===== src/rtl/cap_pkg.sv =====
package cap_pkg;

    typedef enum logic [1:0] {
        POL_RISE   = 2'b00,
        POL_FALL   = 2'b01,
        POL_BOTH_A = 2'b10,
        POL_BOTH_B = 2'b11
    } pol_e;

    localparam logic [1:0] MODE_DIRECT = 2'b01;

    // Number of consecutive differing samples needed before the filter moves
    function automatic logic [8:0] filt_need(input logic [7:0] code);
        if (code == 8'd0) begin
            return 9'd1;
        end
        return {code, 1'b0};
    endfunction

endpackage


===== src/rtl/cap_input_cond.sv =====
module cap_input_cond #(
    parameter  int NSRC   = 16,
    parameter  int FILT_W = 4,
    localparam int SEL_W  = (NSRC > 1) ? $clog2(NSRC) : 1,
    localparam int FCNT_W = FILT_W + 1
) (
    input  logic              clk,
    input  logic              rst_n,
    input  logic [NSRC-1:0]   src_i,
    input  logic [SEL_W-1:0]  sel_i,
    input  logic [FILT_W-1:0] filt_code_i,
    output logic              sync_o,
    output logic              filt_o
);
    import cap_pkg::*;

    typedef struct packed {
        logic              s1;
        logic              s2;
        logic              filt;
        logic [FCNT_W-1:0] run;
    } cond_t;

    cond_t q, d;
    logic picked;
    logic [FCNT_W-1:0] need;
    logic [8:0] need_w;

    // Candidate input multiplexer
    always_comb begin
        picked = 1'b0;
        for (int i = 0; i < NSRC; i++) begin
            if (sel_i == SEL_W'(i)) begin
                picked = src_i[i];
            end
        end
    end

    assign need_w = filt_need(8'(filt_code_i));
    assign need   = FCNT_W'(need_w);

    always_comb begin
        d      = q;
        d.s1   = picked;
        d.s2   = q.s1;
        if (q.s2 == q.filt) begin
            d.run = '0;
        end else if ((q.run + 1'b1) >= need) begin
            d.filt = q.s2;
            d.run  = '0;
        end else begin
            d.run = q.run + 1'b1;
        end
    end

    always_ff @(posedge clk or negedge rst_n) begin
        if (!rst_n) begin
            q <= '0;
        end else begin
            q <= d;
        end
    end

    assign sync_o = q.s2;
    assign filt_o = q.filt;

endmodule


===== src/rtl/cap_event_gen.sv =====
module cap_event_gen #(
    parameter  int PSC_W  = 2,
    localparam int PCNT_W = (1 << PSC_W) - 1
) (
    input  logic             clk,
    input  logic             rst_n,
    input  logic             filt_i,
    input  logic [1:0]       pol_i,
    input  logic [PSC_W-1:0] psc_i,
    input  logic             en_i,
    input  logic             arm_i,
    output logic             fire_o
);
    import cap_pkg::*;

    typedef struct packed {
        logic              prev;
        logic [PSC_W-1:0]  psc_last;
        logic [PCNT_W-1:0] cnt;
    } evt_t;

    evt_t q, d;
    logic rise, fall, hit;
    logic [PCNT_W-1:0] limit;
    pol_e pol;

    assign pol   = pol_e'(pol_i);
    assign rise  = filt_i & ~q.prev;
    assign fall  = ~filt_i & q.prev;
    assign limit = PCNT_W'((1 << psc_i) - 1);

    always_comb begin
        case (pol)
            POL_RISE: hit = rise;
            POL_FALL: hit = fall;
            default:  hit = rise | fall;
        endcase
    end

    always_comb begin
        d          = q;
        d.prev     = filt_i;
        d.psc_last = psc_i;
        fire_o     = 1'b0;
        if (!en_i || (psc_i != q.psc_last)) begin
            d.cnt = '0;
        end else if (arm_i && hit) begin
            if (q.cnt >= limit) begin
                fire_o = 1'b1;
                d.cnt  = '0;
            end else begin
                d.cnt = q.cnt + 1'b1;
            end
        end
    end

    always_ff @(posedge clk or negedge rst_n) begin
        if (!rst_n) begin
            q <= '0;
        end else begin
            q <= d;
        end
    end

endmodule


===== src/rtl/timer_capture_channel.sv =====
module timer_capture_channel #(
    parameter  int CNT_W  = 16,
    parameter  int NSRC   = 16,
    parameter  int FILT_W = 4,
    parameter  int PSC_W  = 2,
    localparam int SEL_W  = (NSRC > 1) ? $clog2(NSRC) : 1
) (
    input  logic              clk,
    input  logic              rst_n,
    input  logic [CNT_W-1:0]  cnt_i,
    input  logic [NSRC-1:0]   src_i,
    input  logic [SEL_W-1:0]  cfg_sel_i,
    input  logic [1:0]        cfg_mode_i,
    input  logic [1:0]        cfg_pol_i,
    input  logic [FILT_W-1:0] cfg_filt_i,
    input  logic [PSC_W-1:0]  cfg_psc_i,
    input  logic              cfg_en_i,
    input  logic              clr_cap_i,
    input  logic              clr_ovr_i,
    output logic [CNT_W-1:0]  cap_val_o,
    output logic              cap_flag_o,
    output logic              ovr_flag_o
);
    import cap_pkg::*;

    typedef struct packed {
        logic [CNT_W-1:0] val;
        logic             cap;
        logic             ovr;
    } capst_t;

    capst_t q, d;
    logic sync_w, filt_w, fire_w, arm_w;

    assign arm_w = cfg_en_i && (cfg_mode_i == MODE_DIRECT);

    cap_input_cond #(
        .NSRC  (NSRC),
        .FILT_W(FILT_W)
    ) u_cond (
        .clk        (clk),
        .rst_n      (rst_n),
        .src_i      (src_i),
        .sel_i      (cfg_sel_i),
        .filt_code_i(cfg_filt_i),
        .sync_o     (sync_w),
        .filt_o     (filt_w)
    );

    cap_event_gen #(
        .PSC_W(PSC_W)
    ) u_evt (
        .clk   (clk),
        .rst_n (rst_n),
        .filt_i(filt_w),
        .pol_i (cfg_pol_i),
        .psc_i (cfg_psc_i),
        .en_i  (cfg_en_i),
        .arm_i (arm_w),
        .fire_o(fire_w)
    );

    always_comb begin
        d = q;
        if (clr_cap_i) begin
            d.cap = 1'b0;
        end
        if (clr_ovr_i) begin
            d.ovr = 1'b0;
        end
        if (fire_w) begin
            d.val = cnt_i;
            d.cap = 1'b1;
            if (q.cap) begin
                d.ovr = 1'b1;
            end
        end
    end

    always_ff @(posedge clk or negedge rst_n) begin
        if (!rst_n) begin
            q <= '0;
        end else begin
            q <= d;
        end
    end

    assign cap_val_o  = q.val;
    assign cap_flag_o = q.cap;
    assign ovr_flag_o = q.ovr;

endmodule


===== config.mk =====
export PLATFORM = sky130hd
export DESIGN_NAME = timer_capture_channel
export DESIGN_NICKNAME = d
export VERILOG_FILES = /design/src/rtl/cap_pkg.sv /design/src/rtl/cap_input_cond.sv /design/src/rtl/cap_event_gen.sv /design/src/rtl/timer_capture_channel.sv
export SDC_FILE = /design/constraint.sdc
export NUM_CORES = 1
export LEC_CHECK = 0
export CORE_MARGIN = 2
export CORE_UTILIZATION = 25
export CTS_CLUSTER_SIZE = 14
export DETAILED_ROUTE_END_ITERATION = 7
export PLACE_DENSITY = 0.49
export SETUP_SLACK_MARGIN = 0.15
export SYNTH_ARGS = -nofsm -noshare
export SYNTH_HDL_FRONTEND = slang
export SYNTH_SLANG_ARGS = --single-unit

===== constraint.sdc =====
create_clock -name clk -period 3.6 [get_ports clk]
set_clock_uncertainty 0.1 [all_clocks]
set_input_delay 0.36 -clock clk [delete_from_list [all_inputs] [get_ports clk]]
set_output_delay 0.36 -clock clk [all_outputs]
set_load 0.02 [all_outputs]

==> results of run 1 <==
-- power groups by stage --
stage,Clock (W),Combinational (W),Sequential (W)
after CTS,0.000351,0.000310,0.000429
after global placement,0,0.000304,0.000436
after detailed placement,0,0.000307,0.000435
final,0.000337,0.000303,0.000428
after global routing,0.000369,0.000344,0.000433
after floorplan,0,0.000172,0.000441
-- final cells by class --
| class | count | share of cell area [%] |
|---|---|---|
| multi-input cells | 98 | 32.7 |
| well taps | 80 | 3.82 |
| clock inverters | 2 | 1.34 |
| repair buffers | 70 | 26.6 |
| flip-flops and latches | 32 | 30.6 |
| clock buffers | 6 | 2.77 |
| inverters | 15 | 2.15 |
-- cell usage after synthesis --
cell / instances
a21o_1: 2
mux2_2: 9
mux2i_1: 2
nor3b_2: 1
or4_2: 1
nand2b_1: 1
nand2_1: 6
nand3_1: 4
nand4b_1: 1
a21oi_1: 5
nor2b_1: 6
nor3_1: 5
a22oi_1: 1
inv_1: 15
a211o_1: 1
nor4_1: 1
buf_6: 1
or2_2: 1
a31oi_1: 1
a221oi_1: 1
o211ai_4: 1
o21ai_1: 1
dfrtp_1: 32
nor2_1: 8
and3b_1: 1
o22ai_1: 1
o2bb2ai_1: 1
buf_12: 1
xnor2_1: 4
xor2_1: 2
o21a_1: 1
mux4_2: 2
ha_1: 12
clkbuf_1: 1
a21o_2: 1
mux2_4: 9
o21ai_0: 5
-- path summary, 6_finish.rpt --
kind	endpoint	depth (start not counted)
setup / recovery	cap_val_o[5]$_DFFE_PN0P_	8
hold / removal	u_cond.sync_o$_DFF_PN0_	0
setup reg to reg	cap_val_o[5]$_DFFE_PN0P_	7
hold reg to reg	u_cond.sync_o$_DFF_PN0_	0
max in group asynchronous	u_cond.d[6]$_DFF_PN0_	2
min in group asynchronous	cap_val_o[14]$_DFFE_PN0P_	2
-- cell families (layout without fill, tap and decap cells) --
kind of cell               count (synthesis)  in the layout
xor gates and xnor gates                   6              6
buffers and inverters                     18             93
and+or+nand+nor                           36             36
DFF                                       32             32
muxes                                     22             22
adders and majority gates                 12             12
AOI/OAI and AO/OA                         22             22
-- stage by stage --
step                util [%]  cells  area, um^2  hold slack, ps
floorplan                  -    148        1740           -35.6
global placement        37.1    295        2510             241
detailed placement      37.1    295        2510             241
CTS                     38.7    303        2620             261
global route            38.7    303        2620             274
finish                  38.7    303        2620             256
-- state kept, by name (all words and copies together), names as in the netlist --
name / cells
u_cond.filt_o: 1
ovr_flag_o: 1
u_cond.sync_o: 1
u_cond.d: 1
u_cond.q: 5
cap_flag_o: 1
u_evt.q: 6
cap_val_o: 16
-- metal layers --
layer  global-route usage (%)  part of all wire [%]  vias up  routed length, um
met5                        0                     0        -                  0
met1                     12.6                    44      606               1560
met3                     4.08                   6.5        4                235
met4                     2.94                   1.2        0                 42
li1                         -                     -      665                  -
met2                     16.8                    49       42               1750
==> run summary, run 1 <==
Post-synthesis mux area share: 17.3%
Min-delay worst type: reg2reg
CTS tree: done
Total gr overflow: 0
PD cells: 408 nW/um^2
CP max FO: 18
Placer Congestion: 0.725
Maxcap violations: 0
Hold wc startpoint: u_cond.d[6]$_DFF_PN0_
Leading area contributor after synthesis: dfrtp_1
Synthesized area per cell: 11.8 um^2
Initial Util: 25.8%
Leakage: 1.19 nW
Total Die Area: 7660 um^2
Clock slew at reported path FFs: 70 ps
Sum Neg Setup Slack: 0 ps
Critical path endpoint category: flop
Yosys warns: 0
Initial antenna violation count: 0
Die width: 87.5 um
Synth Cell Area: 1740 um^2
Setup ws final: 967 ps
Largest net degree at the start of global routing: 33
VDD IR max: 0.000121 V
Largest cells by area after synthesis: dfrtp_1, ha_1, mux2_4, mux2_2, inv_1
Register share of total power: 40.1%
H-tree depth: 2
# DRC: 0
Post-cts resize count: 0
Total number of vias: 1317
CP startpoint kind: input port
Buffers on Ports: 68
Worst setup path class: in2reg
Post-DP HPWL: 2750 um
Switching Fraction: 28.0%
Largest family of logic cells by synthesized area: multiplexers
Drt first pass iters: 4
Clock power share: 31.6%
Area grow syn2layout: 50.2%
Slowest cell on crit path: clkdlybuf4s50_1
WP buf/inv: 2
RSZ-0062 raised after global routing: false
Worst Path Arrival: 2700 ps
Routed vias/inst: 4.35
Share of layout cells above drive strength 1: 15.2%
Antenna-violating nets left: 0
Post-CTS setup buffers: 0
Slew HR: 66.6%
Crit Reg-Reg Startpoint: u_evt.q[0]$_DFFE_PN0P_
Top cell type's share of synthesized area: 45.9%
Top Ports: 69
Diode count: 0
Yosys cell types: 37
First-pass GRT wire length: 6200 um
Final period utilization: 73.1%
Least-Margin Pin Slew: 498 ps
Root buf cell: clkbuf_8
CTS Hold Bufs: 0
Post-synthesis sequential area ratio: 45.9%
Crit-path cells: clkdlybuf4s50_1 > or2_2 > ha_1 > nor2b_1 > o21ai_1 > nor3b_4 > buf_4 > mux2_2
Core area: 6760 um^2
Sequential cell area: 801 um^2
Die Height: 87.5 um
DR iter-0 viols: 32
Xor/xnor share of the synthesized area: 3.02%
Synth Area in Compound Gates: 8.83%
Commonest non-fill, non-tap cells in the layout: clkdlybuf4s50_1, dfrtp_1, inv_1, ha_1
Post-Syn Instances: 148
Yosys reg bits: 32
CTS Buf Count: 5
Cell Int Power: 0.000769 W
Max Buffers Root-to-Sink: 2
Most common cell after layout, fill and taps aside: clkdlybuf4s50_1
Pwr Total: 0.00107 W
Combinational Power Share: 28.4%
Synth Area in Simple Gates: 11.1%
Critical Path Max Stage Delay: 490 ps
Setup crit start: cfg_psc_i[1]
CP top delay family: buffers and inverters
Multi-input gate area: 857 um^2
Syn Nets: 211
Vias in the first global route: 1359
Gr usage total: 10.3%
Pre-CTS setup slack: 658 ps
F_max: 0.380 GHz
Slack of the worst reg-to-reg path: 1420 ps
CTS Sinks: 32
Filler cells: 678
Final min period: 2630 ps
Final nets: 285
Hold Vio Cnt, Final: 0
Post-Synth Adder-Cell Area: 8.61%
Setup Viol. Count Final: 0
Critical Path RT: 3670 ps
Status: completed
Routed WL: 3590 um
Fin. max-slew vios: 0
Clk_lat worst skew: 280 ps
FP Rows: 30
WL/cell: 11.8 um
Switching power: 0.000299 W
Power figures use the tool's default switching activity.
==> run 2: changes to the inputs <==
Clock period 3.6 ns to 2.6 ns, I/O delays scaled along.
==> run 2 against run 1 <==
Net effect: total power up 43%; core utilization up 0.80 points; die area unchanged; cell area up 2.1%; sequential share of layout area down 0.62 points; final cell count up 0.99%; non-clock buffer count up 3; sequential power up 39%; critical path depth unchanged; clock-buffer cell count up 1; global-route usage down 0.35 points; first-iteration DRC count down 28%; critical endpoint is now cap_val_o[9]$_DFFE_PN0P_; highest routed layer unchanged.
==> run summary, run 2 (synthesis gave the netlist of run 1 again) <==
RSZ-0062 raised after global routing: false
Routed vias/inst: 4.31 (-0.91%)
Top Ports: 69 (unchanged)
Slew HR: 70.8% (+4.2 points)
Worst Path Arrival: 2320 ps (-380 ps)
Clock slew at reported path FFs: 70 ps (about the same)
FP Rows: 30 (unchanged)
Number of flip-flops in the largest register: 16 (unchanged)
Most common cell after layout, fill and taps aside: clkdlybuf4s50_1
CTS tree: done
Slack of the worst reg-to-reg path: 530 ps (-890 ps)
Final nets: 288 (+1.1%)
Least-Margin Pin Slew: 436 ps (-62.7 ps)
VDD IR max: 0.000188 V (+55%)
Maxcap violations: 0 (unchanged)
Max Buffers Root-to-Sink: 2 (unchanged)
Post-DP HPWL: 2810 um (+2.1%)
Area grow syn2layout: 53.3%
CP max FO: 18 (unchanged)
Drt first pass iters: 3 (-1)
CTS Hold Bufs: 0 (unchanged)
CTS Sinks: 32 (unchanged)
Initial Util: 25.8% (unchanged)
Final min period: 2250 ps
F_max: 0.445 GHz
Critical path endpoint category: flop
Share of layout cells above drive strength 1: 16.8% (+1.6 points)
CP startpoint kind: input port
PD cells: 573 nW/um^2 (+40%)
Cell Area, Placed: 2540 um^2 (+1.4%)
Vias in the first global route: 1297 (-4.6%)
# DRC: 0 (unchanged)
Hold Vio Cnt, Final: 0 (unchanged)
Crit path to: cap_val_o[9]$_DFFE_PN0P_
Critical Path Max Stage Delay: 440 ps (-50 ps)
Post-CTS setup buffers: 0 (unchanged)
Largest net degree at the start of global routing: 33 (unchanged)
Cells on worst reg2reg path: 8 (+1)
Critical Path RT: 2670 ps (-1000 ps)
Fin. max-slew vios: 0 (unchanged)
Commonest non-fill, non-tap cells in the layout: clkdlybuf4s50_1, dfrtp_1, inv_1, ha_1
Status: completed
Crit-path cells: clkdlybuf4s50_1 > or2_2 > ha_1 > nor2b_1 > o21ai_1 > nor3b_4 > buf_12 > mux2_2
Initial antenna violation count: 0 (unchanged)
Fin area: 2670 um^2 (+2.1%)
Slowest cell on crit path: clkdlybuf4s50_1
Core area: 6760 um^2 (unchanged)
RR Endpoint: u_cond.q[3]$_DFF_PN0_
Diode count: 0 (unchanged)
CTS Buf Count: 5 (unchanged)
Total Die Area: 7660 um^2 (unchanged)
Die Height: 87.5 um (unchanged)
First-pass GRT wire length: 5970 um (-3.8%)
Hold wc startpoint: u_cond.d[6]$_DFF_PN0_
Routed WL: 3570 um (-0.53%)
CP top delay family: buffers and inverters
Post-cts resize count: 0 (unchanged)
Die width: 87.5 um (unchanged)
WP depth: 8 (unchanged)
Antenna-violating nets left: 0 (unchanged)
Leakage: 1.22 nW (+2.2%)
Min-delay worst type: reg2reg
DR iter-0 viols: 23 (-28%)
Sum Neg Setup Slack: 0 ps (unchanged)
WP buf/inv: 2 (unchanged)
Gr usage total: 9.97% (-0.35 points)
Setup crit start: cfg_psc_i[0]
Final period utilization: 86.5%
Clk_lat worst skew: 280 ps (about the same)
Placer Congestion: 0.745 (+2.8%)
Buffers on Ports: 68 (unchanged)
Total number of vias: 1318 (+0.076%)
Total gr overflow: 0 (unchanged)
Setup Viol. Count Final: 0 (unchanged)
Worst setup path class: in2reg
WL/cell: 11.7 um (-1.5%)
Crit Reg-Reg Startpoint: u_cond.q[0]$_DFF_PN0_
Root buf cell: clkbuf_8
H-tree depth: 2 (unchanged)
[run 2: per-layer routing]
layer / vias up / track usage [%] / wire length, um
li1: 667 / - / -
met1: 607 / 12.4 / 1580
met2: 40 / 16.2 / 1720
met3: 4 / 2.75 / 217
met4: 0 / 4.20 / 55
met5: - / 0 / 0
[run 2: stage by stage]
stage / total power, W / instances / worst slack, ps / util, % / hold slack [ps]
2_1_floorplan: 0.000849 / 148 / 518 / - / -136
3_3_place_gp: 0.00103 / 298 / 72.9 / 37.7 / 240
3_5_place_dp: 0.00103 / 298 / 66.6 / 37.7 / 242
4_1_cts: 0.00156 / 306 / 345 / 39.5 / 257
5_1_grt: 0.00163 / 306 / 213 / 39.5 / 261
6_report: 0.00153 / 306 / 350 / 39.5 / 253
[run 2: worst min path at each step]
stage / endpoint / slack [ps] / depth (start not counted)
3_3_place_gp: u_cond.sync_o$_DFF_PN0_ / 240 / 0
6_report: u_cond.sync_o$_DFF_PN0_ / 250 / 0
4_1_cts: u_cond.sync_o$_DFF_PN0_ / 260 / 0
2_1_floorplan: cap_flag_o$_DFFE_PN0P_ / -140 / 0
3_5_place_dp: u_cond.sync_o$_DFF_PN0_ / 240 / 0
5_1_grt: u_cond.sync_o$_DFF_PN0_ / 260 / 0
[run 2: cell type report]
cell class,count,area (um^2)
Clock inverter,1,30.0
Tap cell,80,100
Clock buffer,7,96.3
Timing Repair Buffer,73,731
Sequential cell,32,801
Fill cell,655,4090
Multi-Input combinational cell,98,857
Inverter,15,56.3
[run 2: report_power, final]
group	total [W]	internal, W	switching (W)
Clock	0.000519	0.000338	0.000181
Sequential	0.000593	0.000552	0.0000402
Combinational	0.000417	0.000232	0.000185
[run 2: worst register-to-register path, stage by stage (launching register included)]
cell	delay [ps]
dfrtp_1	410
ha_1	240
nand3_1	100
xnor2_1	150
ha_1	260
nor3_1	80
o21a_1	180
a31oi_1	350
nor2b_1	90
==> run 3: changes to the inputs <==
Settings changed: SLEW_MARGIN set to 5.
==> results of run 3 <==
Final layout, timing and power as in run 2 (identical DEF).
